[config.mk]
export PLATFORM = sky130hd
export DESIGN_NAME = serial_status_reg
export DESIGN_NICKNAME = d
export VERILOG_FILES = /design/src/rtl/ssr_pkg.sv /design/src/rtl/ssr_sync.sv /design/src/rtl/ssr_edge.sv /design/src/rtl/ssr_shreg.sv /design/src/rtl/serial_status_reg.sv
export SDC_FILE = /design/constraint.sdc
export NUM_CORES = 1
export LEC_CHECK = 0
export BUFFER_PORTS_ARGS = -buffer_cell sky130_fd_sc_hd__buf_2
export CAP_MARGIN = 10
export CORE_AREA = 8 8 45 47
export DETAILED_ROUTE_END_ITERATION = 7
export DIE_AREA = 0 0 53 55
export MAX_ROUTING_LAYER = met4
export PLACE_DENSITY = 0.73
export SLEW_MARGIN = 15
export SYNTH_ARGS = -nofsm -noshare
export SYNTH_HDL_FRONTEND = slang
export SYNTH_SLANG_ARGS = --single-unit
[constraint.sdc]
create_clock -name clk_i -period 2.68 [get_ports clk_i]
set_clock_uncertainty 0.1 [all_clocks]
set_input_delay 0.536 -clock clk_i [delete_from_list [all_inputs] [get_ports clk_i]]
set_output_delay 0.536 -clock clk_i [all_outputs]
set_load 0.005 [all_outputs]
[src/rtl/ssr_pkg.sv]
package ssr_pkg;
  typedef enum logic {
    EDGE_RISE = 1'b0,
    EDGE_FALL = 1'b1
  } edge_e;
endpackage

[src/rtl/ssr_sync.sv]
module ssr_sync #(
  parameter int unsigned     W       = 1,
  parameter int unsigned     STAGES  = 2,
  parameter logic [W-1:0]    RST_VAL = '0
) (
  input  logic         clk_i,
  input  logic         rst_ni,
  input  logic [W-1:0] d_i,
  output logic [W-1:0] q_o
);
  logic [W-1:0] stg_q [STAGES];

  always_ff @(posedge clk_i or negedge rst_ni) begin
    if (!rst_ni) begin
      for (int i = 0; i < STAGES; i++) stg_q[i] <= RST_VAL;
    end else begin
      stg_q[0] <= d_i;
      for (int i = 1; i < STAGES; i++) stg_q[i] <= stg_q[i-1];
    end
  end

  assign q_o = stg_q[STAGES-1];
endmodule

[src/rtl/ssr_edge.sv]
module ssr_edge
  import ssr_pkg::*;
#(
  parameter int unsigned STAGES  = 2,
  parameter edge_e       KIND    = EDGE_RISE,
  parameter logic        RST_VAL = 1'b0
) (
  input  logic clk_i,
  input  logic rst_ni,
  input  logic raw_i,
  output logic pulse_o
);
  logic lvl, prev_q;

  ssr_sync #(.W(1), .STAGES(STAGES), .RST_VAL(RST_VAL)) u_sync (
    .clk_i  (clk_i),
    .rst_ni (rst_ni),
    .d_i    (raw_i),
    .q_o    (lvl)
  );

  always_ff @(posedge clk_i or negedge rst_ni) begin
    if (!rst_ni) prev_q <= RST_VAL;
    else         prev_q <= lvl;
  end

  generate
    if (KIND == EDGE_RISE) begin : g_rise
      assign pulse_o = lvl & ~prev_q;
    end else begin : g_fall
      assign pulse_o = ~lvl & prev_q;
    end
  endgenerate

  AST_PULSE_SINGLE: assert property (@(posedge clk_i) disable iff (!rst_ni)
    pulse_o |=> !pulse_o);
endmodule

[src/rtl/ssr_shreg.sv]
module ssr_shreg #(
  parameter int unsigned W = 8
) (
  input  logic         clk_i,
  input  logic         rst_ni,
  input  logic         clr_i,
  input  logic         load_i,
  input  logic         shift_i,
  input  logic [W-1:0] par_i,
  input  logic         ser_i,
  output logic         msb_o
);
  logic [W-1:0] q;

  // clear > load > shift
  always_ff @(posedge clk_i or negedge rst_ni) begin
    if (!rst_ni)      q <= '0;
    else if (clr_i)   q <= '0;
    else if (load_i)  q <= par_i;
    else if (shift_i) q <= {q[W-2:0], ser_i};
  end

  assign msb_o = q[W-1];

  AST_CLEAR_EMPTIES: assert property (@(posedge clk_i) disable iff (!rst_ni)
    clr_i |=> (q == '0));
  AST_LOAD_CAPTURES: assert property (@(posedge clk_i) disable iff (!rst_ni)
    (load_i && !clr_i) |=> (q == $past(par_i)));
  AST_SHIFT_ONE: assert property (@(posedge clk_i) disable iff (!rst_ni)
    (shift_i && !load_i && !clr_i) |=> (q == {$past(q[W-2:0]), $past(ser_i)}));
  AST_IDLE_HOLDS: assert property (@(posedge clk_i) disable iff (!rst_ni)
    (!shift_i && !load_i && !clr_i) |=> $stable(q));
endmodule

[src/rtl/serial_status_reg.sv]
module serial_status_reg
  import ssr_pkg::*;
#(
  parameter int unsigned WIDTH       = 8,
  parameter int unsigned SYNC_STAGES = 2
) (
  input  logic             clk_i,
  input  logic             rst_ni,
  input  logic             uv_i,
  input  logic             ext_rst_i,
  input  logic [WIDTH-1:0] state_i,
  input  logic             load_ni,
  input  logic             sclk_i,
  input  logic             ser_in_ni,
  output logic             ser_out_no
);
  logic clr, load_p, shift_p, sin_n_s, msb;

  assign clr = uv_i | ext_rst_i;

  ssr_edge #(.STAGES(SYNC_STAGES), .KIND(EDGE_FALL), .RST_VAL(1'b1)) u_load_edge (
    .clk_i   (clk_i),
    .rst_ni  (rst_ni),
    .raw_i   (load_ni),
    .pulse_o (load_p)
  );

  ssr_edge #(.STAGES(SYNC_STAGES), .KIND(EDGE_RISE), .RST_VAL(1'b0)) u_clk_edge (
    .clk_i   (clk_i),
    .rst_ni  (rst_ni),
    .raw_i   (sclk_i),
    .pulse_o (shift_p)
  );

  // same depth as the clock path keeps data aligned with its strobe
  ssr_sync #(.W(1), .STAGES(SYNC_STAGES), .RST_VAL(1'b1)) u_sin_sync (
    .clk_i  (clk_i),
    .rst_ni (rst_ni),
    .d_i    (ser_in_ni),
    .q_o    (sin_n_s)
  );

  ssr_shreg #(.W(WIDTH)) u_reg (
    .clk_i   (clk_i),
    .rst_ni  (rst_ni),
    .clr_i   (clr),
    .load_i  (load_p),
    .shift_i (shift_p),
    .par_i   (state_i),
    .ser_i   (~sin_n_s),
    .msb_o   (msb)
  );

  assign ser_out_no = clr | ~msb;

  AST_LOAD_BEATS_SHIFT: assert property (@(posedge clk_i) disable iff (!rst_ni)
    (load_p && shift_p && !clr) |=>
      (uv_i || ext_rst_i || (ser_out_no == !$past(state_i[WIDTH-1]))));
  AST_CLR_RELEASED_EMPTY: assert property (@(posedge clk_i) disable iff (!rst_ni)
    (clr && !load_p && !shift_p) |=> ser_out_no);
endmodule

==> qor.yml <==
status: "complete, no violations"
worst_slew_margin_rel_pct: 63.0
diodes: 0
numCtsBuffers: 3
via_per_inst: 5.00
grt_pass1_vias: 401
clk-insertion-delay-late_ns: 0.27
endpoint_kind: "output pin"
final_max_slew_viol_count: 0
dieArea_um2: 2920
ant_nets: 0
ir_drop_mv: 0.294
fin_crit_sh_pct: 60.1
crit_required_ns: 2.04
power.leakage_nw: 0.351
initialDrtViolationCount: 3
cts_tree: "yes"
rows: 14
dp_hpwl_um: 776
gp_congestion: 0.690
die_w_um: 53
combPwrFrac_pct: 8.5
min_period_ns: 1.61
cts_buffer_depth: 2
yosys_warnings: 0
rsz0062_at_grt: "no"
fin_setup_tns_ns: 0
startpoint_type: "input port"
overflow: 0
drive_above_1_share_pct: 44.1
avgRoutedWirePerCell_um: 13.0
synth_area_um2: 639
clockRootBuffer: "clkbuf_4"
port_buffers: 15
worst_slew_pin_slew_ns: 0.552
seq_power_share_pct: 62.0
synthCells: 42
grt_max_degree: 17
power_density_nw_per_um2: 555
core_um2: 1380
drc: 0
final_nets: 75
intPower_uw: 327
crit_fanout: 2
critPathKind: "input port to output pin"
vias: 375
track_usage_pct: 7.52
crit_arrival_ns: 0.97
fillers: 129
post-place-ws_ns: 1.05
clk_pin_slew_ns: 0.08
synth.avg_cell_area_um2: 15.2
post-cts-setup-buffer-count: 0
holdWs_ns: 0.0494
sw_frac_of_total_pct: 20.9
grt_pass1_wl_um: 1590
start_util_pct: 46.2
num_io_pins: 16
clockPowerShare_pct: 29.5
maxCapViolCount: 0
fmax_mhz: 621
firstDrtPassIters: 2
synth.distinct_cells: 14
fin_ws_ns: 1.07
ys_ff_latch: 16
syn-num-nets: 57
power_switching_uw: 86.1
cts_resized: 0
antenna_found_initial: 0
finalHoldViolCount: 0
syn2layout_area_growth_pct: 16.4
worstHoldPathType: "input port to async pin"
postCtsHoldBufs: 0
numClockSinks: 16
finalSetupViolCount: 0
die_h_um: 55
ys_seq_area_share_pct: 63.6
routed_wl_um: 976
cts_max_level: 1
[layer usage]
metal / global-route usage, % / vias to the layer above / wire [um]
met2: 11.7 / 8 / 491
met4: 3.88 / 0 / 0
met1: 8.96 / 180 / 432
met3: 1.60 / 0 / 52
met5: - / - / 0
li1: - / 187 / -
[state kept, by name (all words and copies together) (netlist names)]
| register | count |
|---|---|
| u_load_edge.prev_q | 1 |
| u_clk_edge.u_sync.stg_q | 1 |
| u_clk_edge.u_sync.q_o | 1 |
| u_load_edge.u_sync.stg_q | 1 |
| u_sin_sync.q_o | 1 |
| u_clk_edge.prev_q | 1 |
| u_sin_sync.stg_q | 1 |
| u_reg.q | 8 |
| u_load_edge.u_sync.q_o | 1 |
[through the flow]
| stage | cells | utilization, % | total power, mW | area, um2 |
|---|---|---|---|---|
| floorplan | 42 | - | 0.280 | 639 |
| global placement | 71 | 51.9 | 0.295 | 718 |
| global route | 75 | 53.8 | 0.437 | 744 |
| CTS | 75 | 53.8 | 0.425 | 744 |
| finish | 75 | 53.8 | 0.413 | 744 |
| detailed placement | 71 | 51.9 | 0.297 | 718 |
[layout make-up]
| cell class | instances | area [um2] | area share (%) |
|---|---|---|---|
| Inverter | 1 | 3.75 | 0.504 |
| Sequential cell | 16 | 407 | 54.6 |
| Tap cell | 16 | 20.0 | 2.69 |
| Multi-Input combinational cell | 23 | 213 | 28.6 |
| Clock buffer | 4 | 26.3 | 3.53 |
| Timing Repair Buffer | 15 | 75.1 | 10.1 |
[critical path: stages]
cell and delay (ns):
buf_2 0.12, nor2_1 0.13, nand2_1 0.07, buf_2 0.12
[power groups by stage]
stage	registers [mW]	logic, mW	clock network (mW)
after detailed placement	0.261	0.0361	0
final	0.256	0.0351	0.122
after global placement	0.260	0.0352	0
after CTS	0.256	0.0361	0.133
after global routing	0.257	0.0396	0.140
after floorplan	0.260	0.0200	0
[synth_stat cells]
cell type  number  area [um2]
nor2_1          1        3.75
nor2b_1         1        6.26
inv_1           1        3.75
dfrtp_1        11         275
mux2i_1         8        80.1
o21ai_1         1        5.00
clkbuf_2        1        5.00
buf_6           1        11.3
dfstp_2         5         131
nor2b_4         1        13.8
or2b_2          1        8.76
nand2_1         1        3.75
o2bb2ai_1       8        70.1
nor4_4          1        21.3
[kinds of logic after synthesis]
kind of cell	count (synthesis)	synth area share [%]
AND/OR/NAND/NOR	6	9.00
buffers and inverters	3	3.13
flip-flops	16	63.6
multiplexers	8	12.5
AO/OA/AOI/OAI	9	11.7
[worst paths after layout]
path,endpoint,depth (start not counted),slack (ns),from
setup reg to reg,u_reg.q[0]$_DFFE_PN0P_,3,1.19,u_load_edge.u_sync.q_o$_DFF_PN1_
max in group asynchronous,u_sin_sync.stg_q[1]$_DFF_PN1_,1,2.14,rst_ni
min in group clk_i,u_load_edge.u_sync.q_o$_DFF_PN1_,0,0.25,u_load_edge.u_sync.stg_q[1]$_DFF_PN1_
hold reg to reg,u_load_edge.u_sync.q_o$_DFF_PN1_,0,0.25,u_load_edge.u_sync.stg_q[1]$_DFF_PN1_
hold / removal,u_reg.q[4]$_DFFE_PN0P_,1,0.05,rst_ni
setup / recovery,ser_out_no,4,1.07,ext_rst_i
[cells in the final DEF, fill, tap and decap left out, drive strengths merged]
cell / synthesis / routed
buf: 1 / 15
dfrtp: 11 / 11
mux2i: 8 / 8
o2bb2ai: 8 / 8
dfstp: 5 / 5
clkbuf: 1 / 4
nor2b: 2 / 2
nor2: 1 / 1
nand2: 1 / 1
nor4: 1 / 1
o21ai: 1 / 1
or2b: 1 / 1
inv: 1 / 1
No activity file was read; power rests on OpenSTA's default activity.
